$ cat src/rtl/iso_rx_pkg.sv
package iso_rx_pkg;
  localparam int EP_COUNT  = 4;
  localparam int BUF_BYTES = 64;
  localparam int EP_W      = (EP_COUNT > 1) ? $clog2(EP_COUNT) : 1;
  localparam int IDX_W     = $clog2(BUF_BYTES);
  localparam int CNT_W     = $clog2(BUF_BYTES + 1);
  localparam int SEL_W     = 3;
  localparam int ADDR_W    = 1 + EP_W + SEL_W;
  localparam int FLAG_W    = 3;

  // per-endpoint selectors
  localparam logic [SEL_W-1:0] SEL_MODE  = 3'd0;
  localparam logic [SEL_W-1:0] SEL_FLAGS = 3'd1;
  localparam logic [SEL_W-1:0] SEL_MAXP  = 3'd2;
  localparam logic [SEL_W-1:0] SEL_STAT  = 3'd3;
  localparam logic [SEL_W-1:0] SEL_DATA  = 3'd4;
  localparam logic [SEL_W-1:0] SEL_REL   = 3'd5;
  // global selectors
  localparam logic [SEL_W-1:0] SEL_ERREN = 3'd0;
  localparam logic [SEL_W-1:0] SEL_SUM   = 3'd1;

  // flag bit positions
  localparam int FLG_DERR  = 0;
  localparam int FLG_OVR   = 1;
  localparam int FLG_STALL = 2;

  typedef enum logic [1:0] {RX_IDLE, RX_CAPT, RX_DROP} rxState_t;

  // strobes from control to datapath
  typedef struct packed {
    logic              wr;
    logic [EP_W-1:0]   wrEp;
    logic [IDX_W-1:0]  wrIdx;
    logic [7:0]        wrData;
    logic              commit;
    logic [CNT_W-1:0]  commitCnt;
    logic              rel;
    logic              pop;
    logic [EP_W-1:0]   cpuEp;
  } dpCtl_t;
endpackage

$ cat src/rtl/iso_rx_dp.sv
module iso_rx_dp
  import iso_rx_pkg::*;
(
  input  logic                            clk,
  input  logic                            rstN,
  input  dpCtl_t                          ctl,
  output logic [EP_COUNT-1:0]             bufValid,
  output logic [EP_COUNT-1:0][CNT_W-1:0]  bufCount,
  output logic [7:0]                      rdByte
);
  logic [7:0] mem [EP_COUNT][BUF_BYTES];
  logic [EP_COUNT-1:0][IDX_W-1:0] rdPtr;

  always_ff @(posedge clk) begin
    if (ctl.wr) mem[ctl.wrEp][ctl.wrIdx] <= ctl.wrData;
  end

  for (genvar e = 0; e < EP_COUNT; e++) begin : g_ep
    logic hitCommit, hitRel, hitPop;
    assign hitCommit = ctl.commit && (ctl.wrEp == EP_W'(e));
    assign hitRel    = ctl.rel && (ctl.cpuEp == EP_W'(e));
    assign hitPop    = ctl.pop && (ctl.cpuEp == EP_W'(e));

    always_ff @(posedge clk) begin
      if (!rstN) begin
        bufValid[e] <= 1'b0;
        bufCount[e] <= '0;
        rdPtr[e]    <= '0;
      end else if (hitCommit) begin
        bufValid[e] <= 1'b1;
        bufCount[e] <= ctl.commitCnt;
        rdPtr[e]    <= '0;
      end else if (hitRel) begin
        bufValid[e] <= 1'b0;
        bufCount[e] <= '0;
        rdPtr[e]    <= '0;
      end else if (hitPop && bufValid[e] &&
                   (int'(rdPtr[e]) + 1 < int'(bufCount[e]))) begin
        rdPtr[e] <= rdPtr[e] + IDX_W'(1);
      end
    end

    AST_COUNT_BOUND: assert property (@(posedge clk) disable iff (!rstN)
      int'(bufCount[e]) <= BUF_BYTES) else $error("count above buffer size");
  end

  assign rdByte = mem[ctl.cpuEp][rdPtr[ctl.cpuEp]];

  AST_NO_WRITE_FULL: assert property (@(posedge clk) disable iff (!rstN)
    ctl.wr |-> !bufValid[ctl.wrEp]) else $error("byte written into unread buffer");
  AST_COMMIT_EMPTY: assert property (@(posedge clk) disable iff (!rstN)
    ctl.commit |-> !bufValid[ctl.wrEp]) else $error("commit into occupied buffer");
endmodule

$ cat src/rtl/iso_rx_ctrl.sv
module iso_rx_ctrl
  import iso_rx_pkg::*;
(
  input  logic                            clk,
  input  logic                            rstN,
  input  logic                            tokValid,
  input  logic [EP_W-1:0]                 tokEp,
  input  logic                            dataValid,
  input  logic [7:0]                      dataByte,
  input  logic                            eopValid,
  input  logic                            crcOk,
  input  logic                            regWr,
  input  logic                            regRd,
  input  logic [ADDR_W-1:0]               regAddr,
  input  logic [7:0]                      regWdata,
  output logic [7:0]                      regRdata,
  input  logic [EP_COUNT-1:0]             bufValid,
  input  logic [EP_COUNT-1:0][CNT_W-1:0]  bufCount,
  input  logic [7:0]                      rdByte,
  output dpCtl_t                          ctl,
  output logic                            errIrq
);
  rxState_t state, stNext;
  logic [EP_W-1:0]  curEp, epNext;
  logic [CNT_W-1:0] wrCount, cntNext;
  logic             tooBig, bigNext;

  logic [EP_COUNT-1:0]             modeBits;
  logic [EP_COUNT-1:0][FLAG_W-1:0] errFlags;
  logic [EP_COUNT-1:0][CNT_W-1:0]  maxPkt;
  logic                            errEn;

  logic [EP_COUNT-1:0] setOvr, setStall, setDerr;

  logic             isGlob;
  logic [EP_W-1:0]  aEp;
  logic [SEL_W-1:0] aSel;
  logic             epWr;

  assign isGlob = regAddr[ADDR_W-1];
  assign aEp    = regAddr[SEL_W +: EP_W];
  assign aSel   = regAddr[SEL_W-1:0];
  assign epWr   = regWr && !isGlob;

  // packet acceptance
  always_comb begin
    ctl           = '0;
    ctl.cpuEp     = aEp;
    ctl.wrEp      = curEp;
    ctl.wrIdx     = wrCount[IDX_W-1:0];
    ctl.wrData    = dataByte;
    ctl.commitCnt = wrCount;
    ctl.pop       = regRd && !isGlob && (aSel == SEL_DATA);
    ctl.rel       = epWr && (aSel == SEL_REL);
    stNext   = state;
    epNext   = curEp;
    cntNext  = wrCount;
    bigNext  = tooBig;
    setOvr   = '0;
    setStall = '0;
    setDerr  = '0;
    if (tokValid) begin
      epNext  = tokEp;
      cntNext = '0;
      bigNext = 1'b0;
      if (!modeBits[tokEp]) begin
        stNext = RX_IDLE;
      end else if (bufValid[tokEp]) begin
        stNext        = RX_DROP;
        setOvr[tokEp] = 1'b1;
      end else begin
        stNext = RX_CAPT;
      end
    end else if (state == RX_CAPT) begin
      if (dataValid) begin
        if (wrCount < maxPkt[curEp]) begin
          ctl.wr  = 1'b1;
          cntNext = wrCount + CNT_W'(1);
        end else begin
          bigNext = 1'b1;
        end
      end
      if (eopValid) begin
        stNext = RX_IDLE;
        if (tooBig) begin
          setStall[curEp] = 1'b1;
        end else begin
          ctl.commit     = 1'b1;
          setDerr[curEp] = !crcOk;
        end
      end
    end else if (state == RX_DROP && eopValid) begin
      stNext = RX_IDLE;
    end
  end

  always_ff @(posedge clk) begin
    if (!rstN) begin
      state   <= RX_IDLE;
      curEp   <= '0;
      wrCount <= '0;
      tooBig  <= 1'b0;
      errEn   <= 1'b0;
    end else begin
      state   <= stNext;
      curEp   <= epNext;
      wrCount <= cntNext;
      tooBig  <= bigNext;
      if (regWr && isGlob && aSel == SEL_ERREN) errEn <= regWdata[0];
    end
  end

  // per-endpoint configuration and sticky flags
  for (genvar e = 0; e < EP_COUNT; e++) begin : g_ep
    logic             hitEp;
    logic [FLAG_W-1:0] clrMask, setMask;
    assign hitEp   = epWr && (aEp == EP_W'(e));
    assign clrMask = (hitEp && aSel == SEL_FLAGS) ? regWdata[FLAG_W-1:0] : '0;
    assign setMask = {setStall[e], setOvr[e], setDerr[e]};

    always_ff @(posedge clk) begin
      if (!rstN) begin
        modeBits[e] <= 1'b0;
        errFlags[e] <= '0;
        maxPkt[e]   <= CNT_W'(BUF_BYTES);
      end else begin
        errFlags[e] <= (errFlags[e] & ~clrMask) | setMask;
        if (hitEp && aSel == SEL_MODE) modeBits[e] <= regWdata[0];
        if (hitEp && aSel == SEL_MAXP) begin
          if (regWdata > 8'(BUF_BYTES)) maxPkt[e] <= CNT_W'(BUF_BYTES);
          else                          maxPkt[e] <= regWdata[CNT_W-1:0];
        end
      end
    end

    for (genvar b = 0; b < FLAG_W; b++) begin : g_bit
      AST_FLAG_STICKY: assert property (@(posedge clk) disable iff (!rstN)
        $fell(errFlags[e][b]) |-> $past(epWr && aEp == EP_W'(e) && aSel == SEL_FLAGS && regWdata[b]))
        else $error("flag cleared without write of one");
    end

    AST_OVR_CAUSE: assert property (@(posedge clk) disable iff (!rstN)
      $rose(errFlags[e][FLG_OVR]) |-> $past(tokValid && tokEp == EP_W'(e)))
      else $error("overrun without token");
  end

  assign errIrq = errEn && (|errFlags);

  // register read mux
  always_comb begin
    regRdata = '0;
    if (isGlob) begin
      case (aSel)
        SEL_ERREN: regRdata = {7'd0, errEn};
        SEL_SUM:   regRdata = {7'd0, errIrq};
        default:   regRdata = '0;
      endcase
    end else begin
      case (aSel)
        SEL_MODE:  regRdata = {7'd0, modeBits[aEp]};
        SEL_FLAGS: regRdata = 8'(errFlags[aEp]);
        SEL_MAXP:  regRdata = 8'(maxPkt[aEp]);
        SEL_STAT:  regRdata = {bufValid[aEp], 7'(bufCount[aEp])};
        SEL_DATA:  regRdata = rdByte;
        default:   regRdata = '0;
      endcase
    end
  end
endmodule

$ cat src/rtl/iso_out_rx.sv
module iso_out_rx
  import iso_rx_pkg::*;
(
  input  logic                 clk,
  input  logic                 rstN,
  input  logic                 tokValid,
  input  logic [EP_W-1:0]      tokEp,
  input  logic                 dataValid,
  input  logic [7:0]           dataByte,
  input  logic                 eopValid,
  input  logic                 crcOk,
  input  logic                 regWr,
  input  logic                 regRd,
  input  logic [ADDR_W-1:0]    regAddr,
  input  logic [7:0]           regWdata,
  output logic [7:0]           regRdata,
  output logic [EP_COUNT-1:0]  epIrq,
  output logic                 errIrq
);
  dpCtl_t                         ctl;
  logic [EP_COUNT-1:0]            bufValid;
  logic [EP_COUNT-1:0][CNT_W-1:0] bufCount;
  logic [7:0]                     rdByte;

  iso_rx_ctrl u_ctrl (
    .clk(clk), .rstN(rstN),
    .tokValid(tokValid), .tokEp(tokEp),
    .dataValid(dataValid), .dataByte(dataByte),
    .eopValid(eopValid), .crcOk(crcOk),
    .regWr(regWr), .regRd(regRd), .regAddr(regAddr),
    .regWdata(regWdata), .regRdata(regRdata),
    .bufValid(bufValid), .bufCount(bufCount), .rdByte(rdByte),
    .ctl(ctl), .errIrq(errIrq)
  );

  iso_rx_dp u_dp (
    .clk(clk), .rstN(rstN), .ctl(ctl),
    .bufValid(bufValid), .bufCount(bufCount), .rdByte(rdByte)
  );

  assign epIrq = bufValid;

  for (genvar e = 0; e < EP_COUNT; e++) begin : g_chk
    AST_RXIRQ_AT_EOP: assert property (@(posedge clk) disable iff (!rstN)
      $rose(epIrq[e]) |-> $past(eopValid)) else $error("receive irq without end of packet");
  end
endmodule

$ cat config.mk
export PLATFORM = sky130hd
export DESIGN_NAME = iso_out_rx
export DESIGN_NICKNAME = d
export VERILOG_FILES = /design/src/rtl/iso_rx_pkg.sv /design/src/rtl/iso_rx_dp.sv /design/src/rtl/iso_rx_ctrl.sv /design/src/rtl/iso_out_rx.sv
export SDC_FILE = /design/constraint.sdc
export NUM_CORES = 2
export LEC_CHECK = 0
export BUFFER_PORTS_ARGS = -buffer_cell sky130_fd_sc_hd__buf_2
export CAP_MARGIN = 15
export CORE_MARGIN = 2
export CORE_UTILIZATION = 59
export CTS_CLUSTER_DIAMETER = 60
export CTS_CLUSTER_SIZE = 12
export DETAILED_ROUTE_END_ITERATION = 7
export GPL_ROUTABILITY_DRIVEN = 0
export PLACE_DENSITY = 0.73
export SETUP_SLACK_MARGIN = 0.3
export SLEW_MARGIN = 20
export SYNTH_ARGS = -nofsm -noshare
export SYNTH_HDL_FRONTEND = slang
export SYNTH_SLANG_ARGS = --single-unit
export TNS_END_PERCENT = 100
$ cat constraint.sdc
create_clock -name clk -period 7.4 [get_ports clk]
set_input_delay 0.37 -clock clk [delete_from_list [all_inputs] [get_ports clk]]
set_output_delay 0.37 -clock clk [all_outputs]
set_load 0.005 [all_outputs]
==> flow_metrics.env <==
export IMPL_status="finished, final reports clean"
export IMPL_cts_tree="done"
export IMPL_intPower_mw=18.7
export IMPL_mappedNetlistNets=4657
export IMPL_clkPwrFrac_pct=39.4
export IMPL_routed_wirelength_mm=204
export IMPL_die_x_um=388
export IMPL_path_max_fanout=51
export IMPL_end_kind="output pin"
export IMPL_overflow=0
export IMPL_yosysUniqueCellTypes=63
export IMPL_crit_path_start_kind="register"
export IMPL_path_cells="mux4_4 -> buf_4 -> buf_4 -> a211oi_1 -> a311oi_1 -> a21oi_1 -> o22ai_1 -> a311oi_1 -> nor2_1 -> buf_2"
export IMPL_tightest_slew_ns=1.07
export IMPL_synth_seq_cells=2161
export IMPL_rsz0062_at_grt="no"
export IMPL_cts_buffers=203
export IMPL_yosysMostFrequentCell="edfxtp_1"
export IMPL_cp_required_ns=7.03
export IMPL_dieArea_um2=150000
export IMPL_grt_pass1_wl_mm=301
export IMPL_synthMuxAreaShare_pct=15.5
export IMPL_fin_skew_ns=0.0444
export IMPL_htree_levels=4
export IMPL_vias=44700
export IMPL_wl_per_cell_um=31.0
export IMPL_synthArstFlopShare_pct=0
export IMPL_fin_tns_setup_ns=0
export IMPL_post_route_period_util_pct=81.0
export IMPL_place_area_um2=88700
export IMPL_netlist_area_um2=86800
export IMPL_clock_sinks=2161
export IMPL_drt_iter0_markers=5569
export IMPL_synth_top_family_by_area="multiplexers"
export IMPL_total_leakage_power_nw=28.7
export IMPL_grt_max_degree=175
export IMPL_finalCriticalPeriod_ns=6.00
export IMPL_post_cts_buffers=0
export IMPL_max_freq_mhz=167
export IMPL_drive_gt1_share_pct=19.6
export IMPL_dpl_worst_slack_ns=1.81
export IMPL_dr_pass1_iters=5
export IMPL_setup_viol=0
export IMPL_cts_max_path_buffers=3
export IMPL_synth_top_area_share_pct=70.8
export IMPL_synthXorXnorAreaFrac_pct=0.222
export IMPL_syn_inst=4590
export IMPL_drv_cap=0
export IMPL_design_core_area_um2=146000
export IMPL_slowest_stage="mux4_4"
export IMPL_io_pins=45
export IMPL_pwr_share_seq_pct=56.8
export IMPL_slowest_delay_ns=0.78
export IMPL_seq_area_frac_synth_pct=73.4
export IMPL_arrival_ns=5.63
export IMPL_synth_compound_area_share_pct=3.58
export IMPL_track_usage_pct=27.4
export IMPL_remaining_drc_errors=0
export IMPL_power_density_nw_per_um2=249
export IMPL_areaGrowthSynthToFinish_pct=8.81
export IMPL_antenna_found_initial=9
export IMPL_drv_slew=0
export IMPL_cts_root_buf="clkbuf_16"
export IMPL_ys_warnings_count=0
export IMPL_final_area_um2=94500
export IMPL_synth_simple_area_share_pct=4.80
export IMPL_holdCritPathClass="primary input to register"
export IMPL_grt_pass1_vias=43900
export IMPL_std_cell_rows=140
export IMPL_hold_violations=0
export IMPL_clk_insertion_delay_late_ns=0.83
export IMPL_maxSlewHeadroom_pct=28.9
export IMPL_ant_nets=0
export IMPL_start_util_pct=59.5
export IMPL_num_fill_cells=9677
export IMPL_yosys_top_cells_count="edfxtp_1, mux4_2, nand2_1"
export IMPL_swShare_pct=20.4
export IMPL_synth_adder_area_share_pct=0.504
export IMPL_nNetsFinal=4707
export IMPL_fp_dieH_um=388
export IMPL_dp_hpwl_mm=119
export IMPL_combinationalPowerShare_pct=3.9
export IMPL_clk_pin_slew_ns=0.06
export IMPL_synth_area_per_cell_um2=18.9
export IMPL_port_buffers=44
export IMPL_synth_edff_count=2048
export IMPL_switchingPower_mw=4.81
export IMPL_max_vdd_ir_drop_mv=0.241
export IMPL_worst_slack_ns=1.40
export IMPL_viasPerCell=6.78
export IMPL_yosysTopAreaCell="edfxtp_1"
export IMPL_ys_flop_type="edfxtp_1"
export IMPL_crit_type="register to output pin"
export IMPL_yosys_top_cells_area="edfxtp_1, mux4_2, dfxtp_1"
[final cells by class]
type | instances | area, um2 | area share, %
Multi-Input combinational cell | 2099 | 21400 | 22.7
Sequential cell | 2161 | 63800 | 67.5
Tap cell | 1917 | 2400 | 2.54
Clock buffer | 225 | 5280 | 5.59
Clock inverter | 21 | 287 | 0.303
Inverter | 45 | 169 | 0.179
Antenna cell | 3 | 7.51 | 0.00795
Timing Repair Buffer | 130 | 1160 | 1.23
[final timing paths]
kind / start / endpoint / slack, ns / depth (start not counted)
max reg2reg: u_ctrl.curEp[0] / u_dp.mem[2][380] / 2.18 / 11
min reg2reg: u_dp.bufCount[0] / u_dp.bufCount[0] / 0.48 / 2
max: u_dp.rdPtr[0] / regRdata[5] / 1.40 / 10
min: regWdata[7] / u_ctrl.maxPkt[20] / 0.06 / 4
[placed cells by master (no fill, tap or decap), types with 59 or more instances in the layout]
cell / synthesis / layout
a211oi_1: 99 / 99
and2_1: 78 / 78
a311oi_1: 59 / 59
dfxtp_1: 113 / 113
edfxtp_1: 2048 / 2048
nor2_1: 300 / 299
mux2i_1: 103 / 103
mux4_2: 542 / 539
clkbuf_16: 0 / 207
nand2_1: 358 / 350
a21oi_1: 70 / 70
[per-layer routing]
metal	up-vias	track usage [%]	routed length (um)
met4	6	7.64	5330
met2	2420	42.1	97200
met5	-	0	46
met3	320	5.89	20300
li1	18600	-	-
met1	23400	40.5	81400
[state kept, by name, summed over array words and instances, names as in the netlist]
signal	count
u_dp.mem	2048
u_ctrl.maxPkt	28
u_dp.bufCount	28
u_dp.rdPtr	24
u_ctrl.errFlags	12
u_ctrl.wrCount	7
u_ctrl.modeBits	4
u_dp.bufValid	4
u_ctrl.curEp	2
u_ctrl.state	2
u_ctrl.errEn	1
u_ctrl.tooBig	1
[stage by stage]
| step | utilization [%] | instances | power (mW) | hold slack (ns) |
|---|---|---|---|---|
| CTS | 64.7 | 6598 | 23.7 | 0.0109 |
| global route | 64.7 | 6598 | 24.1 | 0.0633 |
| detailed placement | 60.8 | 6336 | 14.5 | 0.477 |
| global placement | 60.8 | 6336 | 14.5 | 0.460 |
| finish | 64.7 | 6601 | 23.6 | 0.0638 |
| floorplan | - | 4590 | 14.2 | 0.436 |
[timing repair]
action,CTS,global route
resized for setup,0,0
hold buffers,16,0
hold endpoints to repair,36,0
[cells by family (layout without fill, tap and decap cells)]
logic type	after synthesis	after routing
AOI/OAI and AO/OA	450	450
xor gates and xnor gates	22	22
adders and majority gates	35	35
buffers and inverters	330	421
DFF	2161	2161
muxes	661	661
other	0	3
and+or+nand+nor	931	931
[power groups by stage]
stage,clock [mW],sequential [mW],combinational [mW]
floorplan,0,13.6,0.525
global placement,0,13.6,0.896
detailed placement,0,13.6,0.907
CTS,9.36,13.4,0.916
global route,9.81,13.4,0.966
finish,9.27,13.4,0.911
[worst max-delay path: cells and delay by family, from the launching register on]
| family | cells | cell delay, ns |
|---|---|---|
| AO/OA/AOI/OAI | 5 | 1.65 |
| buffers and inverters | 3 | 1.33 |
| flip-flops | 1 | 0.48 |
| AND/OR/NAND/NOR | 1 | 0.40 |
| multiplexers | 1 | 0.78 |
Note: power is estimated with default switching activity, not from simulation.
